`src/rtl/ebt_pkg.sv`:
```
package ebt_pkg;

  localparam int CFG_W        = 11;
  localparam int CFG_WAIT_LSB = 0;
  localparam int CFG_MASK_BIT = 8;
  localparam int CFG_HOLD_LSB = 9;
  localparam int MAX_WAIT     = 24;
  localparam int WAIT_W       = $clog2(MAX_WAIT + 1);
  localparam logic [3:0] WAIT_RESET   = 4'd10;
  localparam logic [3:0] RSV_FIRST    = 4'd13;

  typedef enum logic [1:0] {
    ST_IDLE   = 2'd0,
    ST_STROBE = 2'd1,
    ST_HOLD   = 2'd2,
    ST_DONE   = 2'd3
  } seq_state_e;

  // Non-linear wait table; reserved codes fall back to the longest setting.
  function automatic logic [WAIT_W-1:0] wait_decode(input logic [3:0] code);
    logic [WAIT_W-1:0] w;
    case (code)
      4'd0, 4'd1, 4'd2, 4'd3,
      4'd4, 4'd5, 4'd6: w = WAIT_W'(code);
      4'd7:             w = WAIT_W'(8);
      4'd8:             w = WAIT_W'(10);
      4'd9:             w = WAIT_W'(12);
      4'd10:            w = WAIT_W'(14);
      4'd11:            w = WAIT_W'(18);
      default:          w = WAIT_W'(MAX_WAIT);
    endcase
    return w;
  endfunction

endpackage

```
`src/rtl/ebt_cfg.sv`:
```
module ebt_cfg
  import ebt_pkg::*;
(
  input  logic             clk,
  input  logic             rst_n,
  input  logic             wr_en,
  input  logic [CFG_W-1:0] wdata,
  output logic [3:0]       code_q,
  output logic             mask_q,
  output logic [1:0]       hold_q,
  output logic             err_q,
  output logic [CFG_W-1:0] rdata
);

  logic [3:0] code_n;
  logic       mask_n;
  logic [1:0] hold_n;
  logic       err_en;

  always_comb begin
    code_n = wdata[CFG_WAIT_LSB +: 4];
    mask_n = wdata[CFG_MASK_BIT];
    hold_n = wdata[CFG_HOLD_LSB +: 2];
    err_en = wr_en && (code_n >= RSV_FIRST);
  end

  always_ff @(posedge clk or negedge rst_n) begin
    if (!rst_n) begin
      code_q <= WAIT_RESET;
      mask_q <= 1'b0;
      hold_q <= 2'd0;
      err_q  <= 1'b0;
    end else begin
      if (wr_en) begin
        code_q <= code_n;
        mask_q <= mask_n;
        hold_q <= hold_n;
      end
      if (err_en) begin
        err_q <= 1'b1;
      end
    end
  end

  always_comb begin
    rdata                       = '0;
    rdata[CFG_WAIT_LSB +: 4]    = code_q;
    rdata[CFG_MASK_BIT]         = mask_q;
    rdata[CFG_HOLD_LSB +: 2]    = hold_q;
  end

  // the error flag never clears once set
  a_r3_err_sticky: assert property (@(posedge clk) disable iff (!rst_n)
    err_q |=> err_q);

  // a reserved code write raises the flag on the next cycle
  a_r3_err_on_reserved: assert property (@(posedge clk) disable iff (!rst_n)
    (wr_en && wdata[CFG_WAIT_LSB +: 4] >= RSV_FIRST) |=> err_q);

endmodule

```
`src/rtl/ebt_seq.sv`:
```
module ebt_seq
  import ebt_pkg::*;
(
  input  logic              clk,
  input  logic              rst_n,
  input  logic              start,
  input  logic [WAIT_W-1:0] wait_cyc,
  input  logic              mask,
  input  logic [1:0]        hold,
  input  logic              ext_wait,
  output logic              idle,
  output logic              strobe_on,
  output logic              cs_on,
  output logic              done,
  output logic              cap
);

  localparam int CW = $clog2(2 * MAX_WAIT + 2);

  seq_state_e   state_q, state_n;
  logic [CW-1:0] cnt_q, cnt_n;
  logic         mask_q;
  logic [1:0]   hold_q;
  logic         snap_en;
  logic         stretch;

  always_comb begin
    state_n = state_q;
    cnt_n   = cnt_q;
    snap_en = 1'b0;
    cap     = 1'b0;
    stretch = ext_wait && !mask_q;
    case (state_q)
      ST_IDLE: begin
        if (start) begin
          state_n = ST_STROBE;
          cnt_n   = CW'({wait_cyc, 1'b0}) | CW'(1);
          snap_en = 1'b1;
        end
      end
      ST_STROBE: begin
        if (cnt_q != '0) begin
          cnt_n = cnt_q - CW'(1);
        end else if (stretch) begin
          cnt_n = CW'(1);
        end else begin
          cap     = 1'b1;
          state_n = ST_HOLD;
          cnt_n   = CW'({hold_q, 1'b0});
        end
      end
      ST_HOLD: begin
        if (cnt_q != '0) begin
          cnt_n = cnt_q - CW'(1);
        end else begin
          state_n = ST_DONE;
        end
      end
      default: state_n = ST_IDLE;
    endcase
  end

  always_ff @(posedge clk or negedge rst_n) begin
    if (!rst_n) begin
      state_q <= ST_IDLE;
      cnt_q   <= '0;
      mask_q  <= 1'b0;
      hold_q  <= 2'd0;
    end else begin
      state_q <= state_n;
      cnt_q   <= cnt_n;
      if (snap_en) begin
        mask_q <= mask;
        hold_q <= hold;
      end
    end
  end

  assign idle      = (state_q == ST_IDLE);
  assign strobe_on = (state_q == ST_STROBE);
  assign cs_on     = (state_q == ST_STROBE) || (state_q == ST_HOLD);
  assign done      = (state_q == ST_DONE);

  // capture happens only as the strobe ends and the hold begins
  a_r7_cap_ends_strobe: assert property (@(posedge clk) disable iff (!rst_n)
    cap |=> (cs_on && !strobe_on));

  // a start is acted on only from idle
  a_r9_start_from_idle: assert property (@(posedge clk) disable iff (!rst_n)
    (start && idle) |=> strobe_on);

endmodule

```
`src/rtl/ebt_bus_timer.sv`:
```
module ebt_bus_timer
  import ebt_pkg::*;
#(
  parameter int ADDR_W = 16,
  parameter int DATA_W = 16
) (
  input  logic                clk,
  input  logic                rst_n,
  input  logic                cfg_wr,
  input  logic [CFG_W-1:0]    cfg_wdata,
  output logic [CFG_W-1:0]    cfg_rdata,
  output logic                cfg_err,
  input  logic                req,
  input  logic                req_we,
  input  logic [ADDR_W-1:0]   req_addr,
  input  logic [DATA_W-1:0]   req_wdata,
  input  logic [DATA_W/8-1:0] req_be,
  output logic                done,
  output logic [DATA_W-1:0]   rd_data,
  output logic                bus_cs_n,
  output logic [ADDR_W-1:0]   bus_addr,
  output logic                bus_rd_n,
  output logic                bus_we_n,
  output logic [DATA_W/8-1:0] bus_be_n,
  output logic [DATA_W-1:0]   bus_wdata,
  input  logic [DATA_W-1:0]   bus_rdata,
  input  logic                bus_wait
);

  localparam int BE_W = DATA_W / 8;

  // asynchronous assert, synchronous release
  logic rst_s1, rst_s2, rst_i;
  always_ff @(posedge clk or negedge rst_n) begin
    if (!rst_n) begin
      rst_s1 <= 1'b0;
      rst_s2 <= 1'b0;
    end else begin
      rst_s1 <= 1'b1;
      rst_s2 <= rst_s1;
    end
  end
  assign rst_i = rst_s2;

  logic [3:0]        code_q;
  logic              mask_q;
  logic [1:0]        hold_q;
  logic [WAIT_W-1:0] wait_cyc;
  logic              idle, strobe_on, cs_on, cap, start;

  ebt_cfg u_cfg (
    .clk    (clk),
    .rst_n  (rst_i),
    .wr_en  (cfg_wr),
    .wdata  (cfg_wdata),
    .code_q (code_q),
    .mask_q (mask_q),
    .hold_q (hold_q),
    .err_q  (cfg_err),
    .rdata  (cfg_rdata)
  );

  assign wait_cyc = wait_decode(code_q);
  assign start    = req && idle;

  ebt_seq u_seq (
    .clk       (clk),
    .rst_n     (rst_i),
    .start     (start),
    .wait_cyc  (wait_cyc),
    .mask      (mask_q),
    .hold      (hold_q),
    .ext_wait  (bus_wait),
    .idle      (idle),
    .strobe_on (strobe_on),
    .cs_on     (cs_on),
    .done      (done),
    .cap       (cap)
  );

  logic              we_q;
  logic [ADDR_W-1:0] addr_q;
  logic [DATA_W-1:0] wdata_q;
  logic [BE_W-1:0]   be_q;
  logic [DATA_W-1:0] rd_q;
  logic              rd_cap_en;

  assign rd_cap_en = cap && !we_q;

  always_ff @(posedge clk or negedge rst_i) begin
    if (!rst_i) begin
      we_q    <= 1'b0;
      addr_q  <= '0;
      wdata_q <= '0;
      be_q    <= '0;
      rd_q    <= '0;
    end else begin
      if (start) begin
        we_q    <= req_we;
        addr_q  <= req_addr;
        wdata_q <= req_wdata;
        be_q    <= req_be;
      end
      if (rd_cap_en) begin
        rd_q <= bus_rdata;
      end
    end
  end

  assign bus_cs_n  = !cs_on;
  assign bus_rd_n  = !(strobe_on && !we_q);
  assign bus_we_n  = !(strobe_on && we_q);
  assign bus_addr  = addr_q;
  assign bus_wdata = wdata_q;
  assign rd_data   = rd_q;

  always_comb begin
    if (bus_we_n) bus_be_n = '1;
    else          bus_be_n = ~be_q;
  end

  // never both strobes at once
  a_r8_one_strobe: assert property (@(posedge clk) disable iff (!rst_i)
    !(!bus_rd_n && !bus_we_n));

  // any strobe lies inside chip select
  a_r6_strobe_in_cs: assert property (@(posedge clk) disable iff (!rst_i)
    (!bus_rd_n || !bus_we_n) |-> !bus_cs_n);

  // address holds while chip select stays low
  a_r6_addr_stable: assert property (@(posedge clk) disable iff (!rst_i)
    (!bus_cs_n && $past(!bus_cs_n)) |-> $stable(bus_addr));

  // done is a single pulse
  a_r9_done_single: assert property (@(posedge clk) disable iff (!rst_i)
    done |=> !done);

  // done follows chip select negation
  a_r9_done_after_cs: assert property (@(posedge clk) disable iff (!rst_i)
    done |-> (bus_cs_n && $past(!bus_cs_n)));

endmodule

```
`config.mk`:
```
export PLATFORM = sky130hd
export DESIGN_NAME = ebt_bus_timer
export DESIGN_NICKNAME = d
export VERILOG_FILES = /design/src/rtl/ebt_pkg.sv /design/src/rtl/ebt_cfg.sv /design/src/rtl/ebt_seq.sv /design/src/rtl/ebt_bus_timer.sv
export SDC_FILE = /design/constraint.sdc
export NUM_CORES = 1
export LEC_CHECK = 0
export BUFFER_PORTS_ARGS = -buffer_cell sky130_fd_sc_hd__buf_2
export CORE_MARGIN = 2
export CORE_UTILIZATION = 48
export DETAILED_ROUTE_END_ITERATION = 12
export PLACE_DENSITY = 0.8
export SYNTH_ARGS = -nofsm -noshare
export SYNTH_HDL_FRONTEND = slang
export SYNTH_HIERARCHICAL = 1
export SYNTH_SLANG_ARGS = --single-unit
```
`constraint.sdc`:
```
create_clock -name clk -period 2.4 [get_ports clk]
set_input_delay 0.12 -clock clk [delete_from_list [all_inputs] [get_ports clk]]
set_output_delay 0.12 -clock clk [all_outputs]
set_load 0.005 [all_outputs]
```
Word level (Yosys, flattened, before mapping)
Index checks and enable logic that the tools add are counted.
W data, S select, Z words.
Word-level totals
  register bits: 72
  input bits: 67
  output and inout bits: 66
  logic and storage cells: 73
Operators by class
  add/subtract/negate cells: 1
  order comparisons: 1
  eq/ne operators: 19
  mux-type cells: 17
  bitwise operators: 1
  reductions and logical operators: 19
Operator list (count)
  $pmux W5 S6: 1
  $mux W6: 3
  $pmux W6 S3: 1
  $eq A4 B3 Y1 const B: 4
  $eq A4 B4 Y1 const B: 4
  $mux W2: 5
  $eq A4 B2 Y1 const B: 2
  $reduce_or A7 Y1: 1
  $logic_and A1 B1 Y1: 6
  $ne A2 B2 Y1 const B: 3
  $pmux W2 S3: 1
  $reduce_bool A6 Y1: 1
  $sub A6 B1 Y6 const B: 1
  $logic_not A1 Y1: 5
  $mux W1: 5
  $eq A2 B2 Y1 const B: 2
  $eq A4 B1 Y1 const B: 1
  $ge A4 B4 Y1 const B: 1
  $logic_not A4 Y1: 1
  $ne A2 B1 Y1 const B: 2
  $reduce_and A4 Y1: 1
  $mux W3: 1
  $reduce_and A3 Y1: 1
  $reduce_bool A3 Y1: 1
  4 further kinds: 4

Logic depth before layout (Yosys ltp)
  word-level depth: 6
  depth in mapped cells: 10
  mapped depth without buffers: 8

Cells and area by module
The synthesis kept the hierarchy.
Modules (own cells, without submodules)
  ebt_bus_timer: times used 1, cells each 130, area an instance 2100.8 sq um, sequential area each 1326.3 sq um
  ebt_seq: times used 1, cells each 91, area an instance 815.8 sq um, sequential area each 275.3 sq um
  ebt_cfg: times used 1, cells each 30, area an instance 420.4 sq um, sequential area each 202.7 sq um

Least setup slack after synthesis
Ideal clock, no wire load.
  kind: register to register
  from: register u_seq.cnt_q[0]
  to: register rd_q[10], in the netlist rd_data[10]
  library setup time: 125 ps
  arrival: 2186 ps
  required time: 2275 ps
  setup slack: 89 ps
  stages on the path, launching flop included: 10
  path buffers: 2
  period minus slack after synthesis: 2311 ps
  cell sequence: dfrtp_1 -> inv_1 -> ha_1 -> or4b_4 -> nor3_1 -> and2_1 -> nor2b_1 -> buf_6 -> buf_12 -> mux2_4
On the way
  cells in the longest elaborated chain, start to end: 4
RTL lines
  start, declared: line ebt_seq.sv:21  | logic [CW-1:0] cnt_q, cnt_n;
  start signal, assigned: line ebt_seq.sv:71  | cnt_q <= cnt_n;
  $reduce_bool A6 Y1: line ebt_seq.sv:42  | if (cnt_q != '0) begin
  $mux W1: line ebt_seq.sv:42
  $mux W1: line ebt_seq.sv:33  | case (state_q)
  net cap: line ebt_bus_timer.sv:49  | logic idle, strobe_on, cs_on, cap, start;
  $logic_and A1 B1 Y1: line ebt_bus_timer.sv:88  | assign rd_cap_en = cap && !we_q;
  end signal, assigned: line ebt_bus_timer.sv:105  | rd_q <= bus_rdata;
  end, declared: line ebt_bus_timer.sv:85  | logic [DATA_W-1:0] rd_q;
The timed path passes the listed nets, and every way through them passes these cells.
A chain may end at the register's enable or synchronous reset.

Worst setup path after layout
  from: register u_seq.cnt_q[0]
  to: register rd_q[0], in the netlist rd_data[0]
The elaborated chain is that of the path after synthesis.

==> flow_metrics.env <==
export IMPL_hold_viol=0
export IMPL_hold_path_end="bus_wdata[9]"
export IMPL_crit_required_ns=2.62
export IMPL_r2r_cells=8
export IMPL_min_path_cells=2
export IMPL_hp_start="req_wdata[9]"
export IMPL_clkTransAtPathRegs_ns=0.08
export IMPL_fmax_mhz=439
export IMPL_numPortBuffers=124
export IMPL_worst_pin_slew_ns=0.612
export IMPL_htree_levels=3
export IMPL_rsz0062_at_grt="false"
export IMPL_vias_per_cell=5.08
export IMPL_met3_usage_pct=3.70
export IMPL_route_detailed_drc=0
export IMPL_syn_inst=251
export IMPL_switching_share_pct=22.8
export IMPL_ys_seq_area_share_pct=54.1
export IMPL_synth_edf_count=0
export IMPL_finalSetupViolCount=0
export IMPL_area_growth_syn_to_layout_pct=40.2
export IMPL_dp_hpwl_um=5080
export IMPL_cts_inserted_buffers=9
export IMPL_fin_setup_tns_ns=0
export IMPL_first_iter_violations=149
export IMPL_cts_tree="built"
export IMPL_cts_sinks=72
export IMPL_syn_area_sq_um=3340
export IMPL_p_int_mw=1.94
export IMPL_yosys_cell_types_count=41
export IMPL_start_util_pct=49.4
export IMPL_p_comb_share_pct=7.3
export IMPL_grt_max_degree=36
export IMPL_finClkSkew_ns=0.0156
export IMPL_ant_nets=0
export IMPL_cts_root_buf="clkbuf_8"
export IMPL_crit_path_max_incr_delay_ns=0.49
export IMPL_gr_usage_met2_pct=35.3
export IMPL_final_cell_mix="124 x buf_2, 69 x dfrtp_1, 45 x mux2_2"
export IMPL_die_w_um=87.4
export IMPL_grt_pass1_wl_um=12200
export IMPL_first_global_vias=2557
export IMPL_powerDensity_nw_per_um2=537
export IMPL_timing_rr_start="u_seq/cnt_q[0]"
export IMPL_final_nets=493
export IMPL_synth_flop_cell="dfrtp_1"
export IMPL_reg2reg_slack_ns=0.12
export IMPL_vdd_drop_max_mv=0.364
export IMPL_antenna_found_initial=0
export IMPL_arrival_ns=2.50
export IMPL_pin_count=133
export IMPL_cp_top_family="simple AND/OR/NAND/NOR gates"
export IMPL_grt_busiest_layer="met2"
export IMPL_crit_chain="inv_1 > ha_4 > or4b_4 > nor3_4 > and2_1 > nor2b_4 > buf_12 > mux2_2"
export IMPL_diodes=0
export IMPL_timing_rr_end="rd_data[0]"
export IMPL_final_common_cell="buf_2"
export IMPL_synthArstFlopShare_pct=100
export IMPL_layout_drive_gt1_share_pct=52.9
export IMPL_first_pass_iters=4
export IMPL_finalCritPeriodShare_pct=94.8
export IMPL_startpoint_type="register"
export IMPL_gp_congestion=0.931
export IMPL_syn_avg_cell_area_sq_um=13.3
export IMPL_die_h_um=87.4
export IMPL_die_area_sq_um=7640
export IMPL_p_leak_nw=2.56
export IMPL_ys_warn_count=6
export IMPL_critPathKind="reg -> reg"
export IMPL_clockBufferDepth=2
export IMPL_period_minus_slack_ns=2.28
export IMPL_drv_slew=0
export IMPL_drv_cap=0
export IMPL_clkPwrFrac_pct=42.7
export IMPL_finalPower_mw=2.51
export IMPL_grt_util_all_layers_pct=20.9
export IMPL_wl_per_cell_um=16.3
export IMPL_cts_setup_buffers=0
export IMPL_seqPwrFrac_pct=50.0
export IMPL_slew_headroom_pct=59.2
export IMPL_path_buf_inv=2
export IMPL_status="completed"
export IMPL_crit_path_max_fanout=8
export IMPL_overflow=0
export IMPL_met1_usage_pct=25.1
export IMPL_wirelength_um=8210
export IMPL_fillers=471
export IMPL_num_rows=30
export IMPL_synth_seq_cells=72
export IMPL_hold_class="in -> reg"
export IMPL_p_sw_uw=573
export IMPL_cp_end_kind="register"
export IMPL_vias=2563
export IMPL_slowest_stage="or4b_4"
export IMPL_clk_latency_ns=0.35
export IMPL_core_area_sq_um=6760
## how the worst max path moves through the flow
stage,from,to,cells past startpoint
6_report,u_seq/cnt_q[0],rd_data[0],8
5_1_grt,u_seq/cnt_q[0],rd_data[4],8
4_1_cts,u_seq/cnt_q[1],rd_data[0],8
3_5_place_dp,u_seq/cnt_q[1],rd_data[0],8
3_3_place_gp,u_seq/cnt_q[1],rd_data[1],8
2_1_floorplan,u_seq/cnt_q[0],rd_data[10],9
## stage by stage
step	hold WS, ns	util [%]	setup slack, ns	instances	cell area [sq um]
floorplan	-0.176	-	0.0893	254	3350
global placement	-0.0940	59.4	0.118	449	4020
detailed placement	-0.0930	59.4	0.0686	449	4020
CTS	0.000460	68.3	0.0315	503	4610
global route	0.00213	69.2	0.0223	505	4680
finish	0.0123	69.2	0.124	505	4680
## what timing repair did
action                                 4_1_cts  5_1_grt
hold buffers                                38        1
endpoints found under the hold margin       39        1
resized for setup                            0        6
setup endpoints to repair                    0       16
## flip-flops by register name, indices dropped and copies added, names as in the netlist
name,count
u_seq/cnt_q,6
rd_data,16
u_cfg/err_q,1
u_seq/state_q,2
rst_i,1
u_cfg/mask_q,1
u_cfg/hold_q,2
u_seq/hold_q,2
u_cfg/code_q,4
we_q,1
bus_addr,16
bus_wdata,16
rst_s1,1
be_q,2
u_seq/mask_q,1
## cells by family after synthesis
family	count (synthesis)	share of synthesized area [%]
fa+ha+maj	6	2.25
buf+inv	33	6.04
flops	72	54.1
simple gates	36	6.64
mux	65	23.9
compound gates	37	6.90
other cells	2	0.225
## Yosys cell counts, drive strengths merged, types with 3 or more instances
cell type	number	area [sq um]
ha	6	75.1
o22ai	3	18.8
inv	13	48.8
mux2	63	777
o21ai	10	50.0
nand2	4	17.5
dfrtp	70	1750
nand3	3	15.0
nor2b	9	56.3
nor3	3	15.0
nor2	6	22.5
buf	18	145
a21oi	11	55.1
nand2b	4	25.0
## per-layer routing
layer,vias up,part of all wire [%]
li1,1207,-
met1,1224,40
met2,112,52
met3,20,5.0
met4,0,2.7
met5,-,0
## area by class of cell
| cell class | instances | area, sq um | share of cell area [%] |
|---|---|---|---|
| Clock inverter | 6 | 90.1 | 1.93 |
| Multi-Input combinational cell | 149 | 1370 | 29.4 |
| Inverter | 13 | 48.8 | 1.04 |
| Clock buffer | 10 | 128 | 2.73 |
| Sequential cell | 72 | 1810 | 38.6 |
| Timing Repair Buffer | 175 | 1130 | 24.2 |
| Tap cell | 80 | 100 | 2.14 |
## power by group through the flow
stage          registers, mW  logic (mW)  clock network (mW)
6_report                1.26       0.184                1.07
5_1_grt                 1.26       0.202                1.15
4_1_cts                 1.26       0.180                1.09
3_5_place_dp            1.28       0.132                   0
3_3_place_gp            1.28       0.128                   0
2_1_floorplan           1.28      0.0691                   0
(Power assumes the default switching activity.)
